===== src/rtl/snd_irq_pkg.sv =====
package snd_irq_pkg;
  parameter int unsigned EVT_COUNT_DEF = 8;
  parameter int unsigned CLR_DIV_DEF   = 4;
endpackage


===== src/rtl/snd_irq_lowest.sv =====
module snd_irq_lowest #(
  parameter int unsigned N = 8,
  localparam int unsigned W = (N > 1) ? $clog2(N) : 1
) (
  input  logic [N-1:0] vec,
  output logic         hit,
  output logic [W-1:0] idx,
  output logic [N-1:0] oh
);
  // Scan from the top down so the lowest set bit is the last one kept.
  always_comb begin
    hit = 1'b0;
    idx = '0;
    oh  = '0;
    for (int k = N - 1; k >= 0; k--) begin
      if (vec[k]) begin
        hit   = 1'b1;
        idx   = W'(k);
        oh    = '0;
        oh[k] = 1'b1;
      end
    end
  end
endmodule


===== src/rtl/snd_irq_clr_pacer.sv =====
module snd_irq_clr_pacer #(
  parameter int unsigned DIV = 4,
  localparam int unsigned CW = (DIV > 1) ? $clog2(DIV) : 1,
  localparam logic [CW-1:0] LAST = CW'(DIV - 1)
) (
  input  logic clk,
  input  logic rst_n,
  input  logic clr_wr,
  output logic fire
);
  logic [CW-1:0] cnt_q, cnt_d;
  logic          cnt_en;

  always_comb begin
    cnt_en = clr_wr;
    fire   = clr_wr && (cnt_q == LAST);
    cnt_d  = (cnt_q == LAST) ? '0 : cnt_q + CW'(1);
  end

  always_ff @(posedge clk or negedge rst_n) begin
    if (!rst_n)      cnt_q <= '0;
    else if (cnt_en) cnt_q <= cnt_d;
  end

  // the write that completes a group wraps the counter to zero.
  assert_wrap_R4: assert property (@(posedge clk) disable iff (!rst_n)
    (clr_wr && cnt_q == LAST) |=> (cnt_q == '0));
  // with no write the counter holds.
  assert_hold_R4: assert property (@(posedge clk) disable iff (!rst_n)
    !clr_wr |=> $stable(cnt_q));
endmodule


===== src/rtl/snd_irq_prio.sv =====
module snd_irq_prio
  import snd_irq_pkg::*;
#(
  parameter int unsigned NUM_EVT = EVT_COUNT_DEF,
  parameter int unsigned CLR_DIV = CLR_DIV_DEF,
  localparam int unsigned IW = (NUM_EVT > 1) ? $clog2(NUM_EVT) : 1
) (
  input  logic               clk,
  input  logic               rst_n,
  input  logic [NUM_EVT-1:0] evt_stb,
  input  logic               clr_wr,
  output logic               irq,
  output logic [IW-1:0]      evt_id,
  output logic [NUM_EVT-1:0] pend_mask
);
  logic [NUM_EVT-1:0] pend_q, pend_d, pend_cut;
  logic [IW-1:0]      id_q, id_d, id_mid;
  logic               irq_q, irq_d;
  logic               pend_en, id_en;
  logic               clr_fire;

  logic               p_hit, r_hit, e_hit;
  logic [IW-1:0]      p_idx, r_idx, e_idx;
  logic [NUM_EVT-1:0] p_oh, r_oh, e_oh;

  snd_irq_clr_pacer #(.DIV(CLR_DIV)) u_pacer (
    .clk(clk), .rst_n(rst_n), .clr_wr(clr_wr), .fire(clr_fire));

  // Lowest bit currently pending: the target of an effective clear.
  snd_irq_lowest #(.N(NUM_EVT)) u_pick_pend (
    .vec(pend_q), .hit(p_hit), .idx(p_idx), .oh(p_oh));

  // Lowest bit left after the clear: the next number to report.
  snd_irq_lowest #(.N(NUM_EVT)) u_pick_rest (
    .vec(pend_cut), .hit(r_hit), .idx(r_idx), .oh(r_oh));

  // Lowest of the strobes arriving this cycle.
  snd_irq_lowest #(.N(NUM_EVT)) u_pick_evt (
    .vec(evt_stb), .hit(e_hit), .idx(e_idx), .oh(e_oh));

  always_comb begin
    // Clear stage first.
    pend_cut = clr_fire ? (pend_q & ~p_oh) : pend_q;
    id_mid   = (clr_fire && p_hit && r_hit) ? r_idx : id_q;
    // Event stage on the post-clear state.
    pend_d   = pend_cut | evt_stb;
    if (e_hit && ((id_mid == '0) || (e_idx < id_mid))) id_d = e_idx;
    else                                                 id_d = id_mid;
    irq_d    = |pend_d;
    pend_en  = clr_fire || e_hit;
    id_en    = pend_en;
  end

  always_ff @(posedge clk or negedge rst_n) begin
    if (!rst_n) begin
      pend_q <= '0;
      irq_q  <= 1'b0;
    end else if (pend_en) begin
      pend_q <= pend_d;
      irq_q  <= irq_d;
    end
  end

  always_ff @(posedge clk or negedge rst_n) begin
    if (!rst_n)     id_q <= '0;
    else if (id_en) id_q <= id_d;
  end

  assign irq       = irq_q;
  assign evt_id    = id_q;
  assign pend_mask = pend_q;

  // the interrupt register agrees with the pending mask.
  assert_irq_mask_R2: assert property (@(posedge clk) disable iff (!rst_n)
    irq_q == (pend_q != '0));
  // any strobe leaves the line raised.
  assert_irq_rise_R2: assert property (@(posedge clk) disable iff (!rst_n)
    (evt_stb != '0) |=> irq_q);
  // a lone effective clear drops exactly one pending bit.
  assert_clear_one_R5: assert property (@(posedge clk) disable iff (!rst_n)
    (clr_fire && pend_q != '0 && evt_stb == '0)
      |=> ($countones(pend_q) + 1 == $countones($past(pend_q))));
  // pending bits never vanish without an effective clear.
  assert_sticky_R1: assert property (@(posedge clk) disable iff (!rst_n)
    !clr_fire |=> ((pend_q & $past(pend_q)) == $past(pend_q)));
  // idle cycles leave mask and number untouched.
  assert_idle_R4: assert property (@(posedge clk) disable iff (!rst_n)
    (!clr_fire && evt_stb == '0) |=> ($stable(pend_q) && $stable(id_q)));
endmodule


===== config.mk =====
export PLATFORM = sky130hd
export DESIGN_NAME = snd_irq_prio
export DESIGN_NICKNAME = d
export VERILOG_FILES = /design/src/rtl/snd_irq_pkg.sv /design/src/rtl/snd_irq_lowest.sv /design/src/rtl/snd_irq_clr_pacer.sv /design/src/rtl/snd_irq_prio.sv
export SDC_FILE = /design/constraint.sdc
export NUM_CORES = 1
export LEC_CHECK = 0
export BUFFER_PORTS_ARGS = -buffer_cell sky130_fd_sc_hd__buf_2
export CAP_MARGIN = 15
export CORE_ASPECT_RATIO = 0.9
export CORE_MARGIN = 1.5
export CORE_UTILIZATION = 50
export DETAILED_ROUTE_END_ITERATION = 8
export PLACE_DENSITY = 0.83
export SLEW_MARGIN = 20
export SYNTH_ARGS = -nofsm -noshare
export SYNTH_HDL_FRONTEND = slang
export SYNTH_HIERARCHICAL = 1
export SYNTH_SLANG_ARGS = --single-unit

===== constraint.sdc =====
create_clock -name clk -period 6.6 [get_ports clk]
set_clock_uncertainty 0.15 [all_clocks]
set_input_delay 1.32 -clock clk [delete_from_list [all_inputs] [get_ports clk]]
set_output_delay 1.32 -clock clk [all_outputs]
set_load 0.01 [all_outputs]

==> flow_summary.toml, run 1 <==
[finish]
final_area_um2 = 1308
nets = 178
drive_gt1_share_pct = 25.15
final_cell_count_no_fill = 190
final_core_util_pct = 60.47
antennaDiodeCount = 0
area_delta_synth_final_pct = 14.33

[drt]
drt_wl_total_um = 2811
firstDrtPassIters = 5
drtAntennaViolNets = 0
detail_route.wl_per_cell_um = 14.79
vias = 1134
vias_per_cell = 5.968
route.detailed.drc = 0
drt_iter0_drc = 41

[grt]
grt_usage_pct = 23.77
grt_pass1_wl_um = 4533
grt_max_degree = 15
grt_overflow_total = 0
antenna_found_initial = 0
grt_pass1_vias = 1029

[worst_hold_path]
min_path_cells = 1
hold-path-endpoint = "u_pacer/cnt_q[0]"
hold_start = "u_pacer/cnt_q[0]"
hold_class = "flop to flop"

[synthesis]
syn_nets = 154
synth_area_per_cell_um2 = 8.169
synthCells = 140
syn_area_um2 = 1144
yosys_warnings = 6

[clock_network]
cts.path.max_buffers = 2
clk_pin_slew_ns = 0.09
clock_latency_ns = 0.30
clock_sinks = 14
hold_buffers = 0
cts_inserted_buffers = 3
htreeDepth = 1
cts_tree = "done"
cts_root_buffer = "clkbuf_4"
cts_resized = 0
cts_setup_buffers = 0

[die]
core_area_um2 = 2162
ios = 23
initial_core_util_pct = 52.89
fp.dieW_um = 53.41
rows = 16
dieHeight_um = 48.37
die_area_um2 = 2583

[setup_path]
slowest_stage = "or4_4"
end_kind = "flop"
crit_type = "input port to flop"
setup.worst_path.start_class = "input port"
crit_family = "simple AND/OR/NAND/NOR gates"
slowest_delay_ns = 0.59
worstReg2RegStart = "pend_mask[1]"
path_buf_inv = 2
reg2reg_depth = 16
crit_chain = "buf_2 -> and2_2 -> a21boi_0 -> or4_4 -> nor3_2 -> nand2_1 -> nand3_2 -> mux2_2 -> inv_1 -> ha_1 -> nand2_1 -> a211oi_1 -> a2111oi_1 -> a2111oi_0 -> nor2_1"
crit_top_cell = "nand2_1"
cp.required_ns = 6.69
r2r-end = "evt_id[2]"
critPathArrivalTime_ns = 4.60
r2r_slack_ns = 2.69
path_max_fanout = 14

[place]
dp.cells = 186
place_hpwl_um = 2192
pre_cts_slack_ns = 1.804
place.gp.congestion = 0.8440
io_buffer_count = 22
postPlaceCellArea_um2 = 1271

[timing]
finalHoldViolCount = 0
finalSetupViolCount = 0
drv_slew = 0
finalWorstSetupSlack_ns = 2.087
finalHoldWorstSlack_ns = 0.3364
min_period_over_period_pct = 68.39
tightest_slew_ns = 0.5985
fin_crit_ns = 4.513
finalSetupTns_ns = 0
slew-limit-headroom_pct = 59.74
rsz0062_at_grt = "false"
max_freq_ghz = 0.2216

[pwr]
p_leak_nw = 0.5327
irDropWorstVdd_uv = 152.8
cellPowerDensity_nw_per_um2 = 233.8
power_mw = 0.3057

[run]
maxCapViolCount = 0

[run_status]
status = "completed"
[layout by cell type, fill, tap and decap left out, types with 2 or more instances in the layout]
cell type / n
nor2_1: 27
buf_2: 22
dfrtp_1: 14
a21oi_1: 12
inv_1: 8
nand2_1: 7
a21boi_0: 5
mux2i_1: 4
and2_1: 4
a211oi_1: 4
nor2b_1: 4
a31oi_1: 3
o21bai_1: 3
nor3_1: 3
o21ai_0: 3
ha_1: 3
clkbuf_4: 3
and2b_2: 3
or4_4: 3
nor3_2: 3
nor3b_1: 3
or4_1: 2
and4_1: 2
a2111oi_0: 2
o21ai_1: 2
o41ai_1: 2
[registers in the layout (all words and copies together), names as in the netlist]
signal / cells
irq: 1
u_pacer/cnt_q: 2
pend_mask: 8
evt_id: 3
[area by class of cell]
type	count	area (um^2)
tap	27	33.78
sequential	14	350.3
timing repair buffer	22	110.1
fill	187	854.6
clock buffer	4	36.28
inverter	8	30.03
multi-input combinational	115	747.0
[where the power goes]
group | switching, mW | internal (mW)
sequential | 0.0135 | 0.0986
clock | 0.0322 | 0.0337
combinational | 0.0691 | 0.0586
total | 0.115 | 0.191
[worst register-to-register path, stage by stage, from the launching register on]
cell	delay [ns]
dfrtp_1	0.46
or4_4	0.53
nor3_2	0.21
and2_1	0.17
nand2_1	0.07
and2_1	0.21
nor2_1	0.16
nand2_1	0.11
nand3_2	0.17
mux2_2	0.39
inv_1	0.09
ha_1	0.27
nand2_1	0.11
a211oi_1	0.05
a2111oi_1	0.45
a2111oi_0	0.14
nor2_1	0.12
[worst max-delay path by stage]
| stage | slack (ns) | end | start | cells after the start |
|---|---|---|---|---|
| floorplan | 2.13 | evt_id[2] | clr_wr | 15 |
| global placement | 2.02 | evt_id[2] | clr_wr | 15 |
| CTS | 2.13 | evt_id[2] | clr_wr | 15 |
| global route | 1.89 | evt_id[2] | clr_wr | 15 |
| finish | 2.09 | evt_id[2] | clr_wr | 15 |
| detailed placement | 1.80 | evt_id[2] | clr_wr | 15 |
[routing by layer]
layer	track usage (%)	vias to the layer above	routed length (um)
met2	37.65	46	1382
met4	8.974	0	48
met1	30.56	524	1205
li1	-	557	-
met3	6.173	7	175
met5	0	-	0
Note: power is estimated with default switching activity, not from simulation.
==> run 2: changes to the inputs <==
--- a/config.mk
+++ b/config.mk
@@ -5,13 +5,14 @@
 export SDC_FILE = /design/constraint.sdc
 export NUM_CORES = 1
 export LEC_CHECK = 0
+export ABC_AREA = 1
 export BUFFER_PORTS_ARGS = -buffer_cell sky130_fd_sc_hd__buf_2
 export CAP_MARGIN = 15
 export CORE_ASPECT_RATIO = 0.9
 export CORE_MARGIN = 1.5
 export CORE_UTILIZATION = 50
 export DETAILED_ROUTE_END_ITERATION = 8
-export PLACE_DENSITY = 0.83
+export PLACE_DENSITY = 0.82
 export SLEW_MARGIN = 20
 export SYNTH_ARGS = -nofsm -noshare
 export SYNTH_HDL_FRONTEND = slang
==> constraint.sdc (replaced) <==
create_clock -name clk -period 4.2 [get_ports clk]
set_clock_uncertainty 0.15 [all_clocks]
set_input_delay 0.84 -clock clk [delete_from_list [all_inputs] [get_ports clk]]
set_output_delay 0.84 -clock clk [all_outputs]
set_load 0.01 [all_outputs]
==> flow_summary.toml, run 2 <==
[run_status]
status = "completed"

[timing]
finalHoldViolCount = 0
max_freq_ghz = 0.3252
min_period_over_period_pct = 73.22
finalHoldWorstSlack_ns = 0.2988
drv_slew = 0
tightest_slew_ns = 0.5379
finalSetupViolCount = 0
slew-limit-headroom_pct = 64.10
finalSetupTns_ns = 0
fin_crit_ns = 3.075
rsz0062_at_grt = "false"

[clock_network]
clk_pin_slew_ns = 0.08
cts_inserted_buffers = 3
clock_sinks = 14
cts_root_buffer = "clkbuf_4"
hold_buffers = 0
htreeDepth = 1
clock_latency_ns = 0.27
cts_resized = 0
cts_setup_buffers = 0
cts.path.max_buffers = 2
cts_tree = "done"

[finish]
largest_register_ffs = 8
drive_gt1_share_pct = 31.68
nets = 218
seqCellArea_um2 = 350.3
nFillCells = 220
final_common_cell = "nand2_1"
final_area_um2 = 1380
antennaDiodeCount = 0
area_delta_synth_final_pct = 11.53
multi_input_area_um2 = 716.9
layout_common_cells = "nand2_1, inv_1, buf_2"

[drt]
drtAntennaViolNets = 0
firstDrtPassIters = 4
drt_iter0_drc = 18
route.detailed.drc = 0
detail_route.wl_per_cell_um = 10.59
vias = 1103
vias_per_cell = 4.817
drt_wl_total_um = 2425

[pwr]
cellPowerDensity_nw_per_um2 = 305.2
irDropWorstVdd_uv = 231.7
p_leak_nw = 0.7516

[grt]
grt_pass1_vias = 1006
grt_pass1_wl_um = 4271
grt_overflow_total = 0
grt_max_degree = 17
antenna_found_initial = 0
grt_usage_pct = 19.44

[setup_path]
cp.required_ns = 4.21
setup.worst_path.start_class = "input port"
path_max_fanout = 11
crit_type = "input port to flop"
critPathArrivalTime_ns = 3.09
end_kind = "flop"

[die]
die_area_um2 = 2783
fp.dieW_um = 55.44
core_area_um2 = 2262
dieHeight_um = 50.20
ios = 23
initial_core_util_pct = 54.70
rows = 16

[synthesis]
syn_area_um2 = 1237
synthCells = 180
yosys_warnings = 6
syn_nets = 194
synth_area_per_cell_um2 = 6.875

[place]
place_hpwl_um = 2011
postPlaceCellArea_um2 = 1358
place.gp.congestion = 0.8837
io_buffer_count = 22

[run]
maxCapViolCount = 0

[worst_hold_path]
hold_class = "input port to asynchronous set/reset pin"
[run 2: final timing paths]
kind / startpoint / endpoint / slack [ns] / cells after the start
setup reg to reg: u_pacer/cnt_q[0] / evt_id[1] / 1.24 / 16
hold / removal: rst_n / pend_mask[3] / 0.30 / 1
max in group asynchronous: rst_n / evt_id[0] / 3.36 / 1
hold reg to reg: u_pacer/cnt_q[1] / u_pacer/cnt_q[1] / 0.35 / 2
min in group clk: u_pacer/cnt_q[1] / u_pacer/cnt_q[1] / 0.35 / 2
setup / recovery: clr_wr / evt_id[1] / 1.12 / 18
[run 2: routing by layer]
metal / routed length [um] / global-route usage [%] / share of wire (%)
met1: 1124 / 24.23 / 46
met5: 0 / 0 / 0
met3: 109 / 5.412 / 4.5
met2: 1175 / 33.93 / 48
met4: 16 / 3.659 / 0.66
[run 2: power breakdown]
part           switching (mW)  total (mW)  internal [mW]  leakage, nW
clock                  0.0401      0.0733         0.0332       0.0138
sequential             0.0165       0.172          0.156        0.143
combinational           0.109       0.175         0.0663        0.595
total                   0.166       0.421          0.255        0.752
[run 2: per-stage QoR]
| stage | cells | power, mW | setup slack, ns | util [%] |
|---|---|---|---|---|
| after floorplan | 180 | 0.3091 | 1.293 | - |
| after global placement | 226 | 0.3465 | 0.9720 | 60.01 |
| after detailed placement | 226 | 0.3523 | 0.8866 | 60.01 |
| after CTS | 229 | 0.4295 | 1.172 | 61.01 |
| after global routing | 229 | 0.4629 | 0.9466 | 61.01 |
| final | 229 | 0.4212 | 1.125 | 61.01 |
[run 2: area by class of cell]
| cell class | count | area share, % |
|---|---|---|
| Tap cell | 27 | 2.448 |
| Timing Repair Buffer | 22 | 7.978 |
| Inverter | 39 | 10.61 |
| Sequential cell | 14 | 25.39 |
| Multi-Input combinational cell | 124 | 51.95 |
| Clock buffer | 3 | 1.632 |
[run 2: critical path: stages]
cell,delay [ns]
buf_2,0.11
nand2_1,0.05
inv_1,0.28
a21oi_1,0.19
or2_4,0.30
nor2_4,0.09
nand3_1,0.11
nand3_2,0.13
nand2_1,0.06
inv_1,0.09
nor2_4,0.05
ha_1,0.28
a21oi_1,0.16
nand2_2,0.09
nand2_2,0.09
nand2_1,0.05
nand2_1,0.06
nand2_1,0.05
==> run 3: changes to the inputs <==
--- a/config.mk
+++ b/config.mk
@@ -5,14 +5,14 @@
 export SDC_FILE = /design/constraint.sdc
 export NUM_CORES = 1
 export LEC_CHECK = 0
-export ABC_AREA = 1
+export ABC_AREA = 0
 export BUFFER_PORTS_ARGS = -buffer_cell sky130_fd_sc_hd__buf_2
 export CAP_MARGIN = 15
 export CORE_ASPECT_RATIO = 0.9
 export CORE_MARGIN = 1.5
 export CORE_UTILIZATION = 50
 export DETAILED_ROUTE_END_ITERATION = 8
-export PLACE_DENSITY = 0.82
+export PLACE_DENSITY = 0.85
 export SLEW_MARGIN = 20
 export SYNTH_ARGS = -nofsm -noshare
 export SYNTH_HDL_FRONTEND = slang
==> constraint.sdc (replaced) <==
create_clock -name clk -period 2.6 [get_ports clk]
set_clock_uncertainty 0.15 [all_clocks]
set_input_delay 0.52 -clock clk [delete_from_list [all_inputs] [get_ports clk]]
set_output_delay 0.52 -clock clk [all_outputs]
set_load 0.01 [all_outputs]
==> flow_summary.toml, run 3 (same netlist as run 1, synthesis figures left out) <==
[grt]
antenna_found_initial = 0
grt_usage_pct = 42.84
grt_overflow_total = 0
grt_pass1_wl_um = 7776
grt_pass1_vias = 1556
grt_max_degree = 15

[finish]
area_delta_synth_final_pct = 76.04
nets = 240
antennaDiodeCount = 0
final_common_cell = "buf_4"
largest_register_ffs = 8
layout_common_cells = "buf_4, nor2_1, buf_2"
final_cell_count_no_fill = 252
drive_gt1_share_pct = 58.67

[drt]
vias = 1730
firstDrtPassIters = 7
vias_per_cell = 6.865
detail_route.wl_per_cell_um = 25.16
route.detailed.drc = 0
drtAntennaViolNets = 0
drt_iter0_drc = 192
drt_wl_total_um = 6340

[worst_hold_path]
min_path_cells = 1
hold_start = "u_pacer/cnt_q[1]"
hold_class = "flop to flop"

[setup_path]
worstReg2RegStart = "pend_mask[1]"
r2r_slack_ns = -1.13
startpoint = "pend_mask[1]"
end_kind = "flop"
path_max_fanout = 6
setup.worst_path.start_class = "flop"
critPathArrivalTime_ns = 3.82
crit_type = "flop to flop"
reg2reg_depth = 16
cp.required_ns = 2.69

[die]
initial_core_util_pct = 52.89
fp.dieW_um = 53.41
ios = 23
die_area_um2 = 2583
core_area_um2 = 2162
rows = 16
dieHeight_um = 48.37

[timing]
drv_slew = 0
finalWorstSetupSlack_ns = -1.131
fin_crit_ns = 3.731
rsz0062_at_grt = "true"
finalHoldViolCount = 0
min_period_over_period_pct = 143.5
max_freq_ghz = 0.2680
finalSetupTns_ns = -3.699
tightest_slew_ns = 0.6776
finalSetupViolCount = 4
slew-limit-headroom_pct = 54.24
finalHoldWorstSlack_ns = 0.3970

[place]
io_buffer_count = 22
place_hpwl_um = 2958
dp.cells = 224
place.gp.congestion = 0.9045

[run_status]
status = "finished, violations left"
violations = "negative setup slack"

[pwr]
swShare_pct = 40.84
power_frac_comb_pct = 60.2
irDropWorstVdd_uv = 558.5
p_int_mw = 0.6780
power_frac_clock_pct = 14.5
power_frac_seq_pct = 25.3
p_leak_nw = 0.9058
power_mw = 1.146
switchingPower_mw = 0.4680
cellPowerDensity_nw_per_um2 = 569.2

[clock_network]
clk_pin_slew_ns = 0.10
clock_latency_ns = 0.30
cts_tree = "done"
cts.path.max_buffers = 2
cts_root_buffer = "clkbuf_4"
cts_inserted_buffers = 3
htreeDepth = 1
clock_sinks = 14

[run]
maxCapViolCount = 0
[run 3: cell count changes in the layout (fill, tap and decap cells not counted), moves of 4 or more]
cell     change
and2_4       +4
buf_4       +58
inv_1       -25
inv_2        -7
nand2_1     -32
nand3_1      -7
nor2_4       -9
o21ai_0      -6
or4_4        +4
[run 3: worst paths after layout]
check | end
setup / recovery | evt_id[2]
hold / removal | u_pacer/cnt_q[1]
setup reg to reg | evt_id[2]
hold reg to reg | u_pacer/cnt_q[1]
max in group asynchronous | pend_mask[7]
min in group asynchronous | pend_mask[1]
[run 3: through the flow]
step | cell area (um^2) | utilization (%) | worst slack (ns)
2_1_floorplan | 1205 | - | -0.7132
3_3_place_gp | 1608 | 74.36 | -0.7589
3_5_place_dp | 1608 | 74.36 | -1.055
4_1_cts | 1882 | 87.04 | -0.6956
5_1_grt | 2013 | 93.11 | -1.219
6_report | 2013 | 93.11 | -1.131
[run 3: critical path, stage by stage, from the launching register on]
cell and delay [ns]:
dfrtp_1 0.44, buf_4 0.19, nor3b_2 0.26, a21boi_2 0.12, or4_4 0.57, nor3_4 0.22, nand2_2 0.13, nand3_4 0.12
mux2_4 0.34, inv_4 0.07, ha_4 0.22, nand2_4 0.08, a211oi_4 0.05, a2111oi_4 0.39, buf_4 0.19, a2111oi_4 0.03
nor2_1 0.10
[run 3: cell type report]
cell class                 instances  area, um^2
tap                               27       33.78
fill                              81       148.9
multi-input combinational        115       970.9
inverter                           8       32.53
sequential                        14       350.3
clock buffer                       4       36.28
timing repair buffer              84       589.3
[run 3: metal layers]
| layer | wire length [um] | track usage (%) | share of wire (%) |
|---|---|---|---|
| met5 | 0 | 0 | 0 |
| met4 | 678 | 24.79 | 11 |
| met3 | 766 | 9.877 | 12 |
| met2 | 2764 | 72.43 | 44 |
| met1 | 2131 | 47.49 | 34 |
[run 3: power groups by stage]
stage               Clock (mW)  Sequential [mW]  Combinational [mW]
global route             0.173            0.292               0.720
global placement             0            0.279               0.402
floorplan                    0            0.290               0.258
detailed placement           0            0.282               0.433
CTS                      0.164            0.281               0.525
finish                   0.166            0.290               0.689
[run 3: timing repair]
action | in CTS | in global routing
gates cloned | 0 | 0
endpoints found under the hold margin | 14 | 0
buffers inserted | 16 | 10
gates resized for setup | 25 | 15
pin swaps | 14 | 14
endpoints found under the setup margin | 3 | 4
hold buffers | 1 | 0
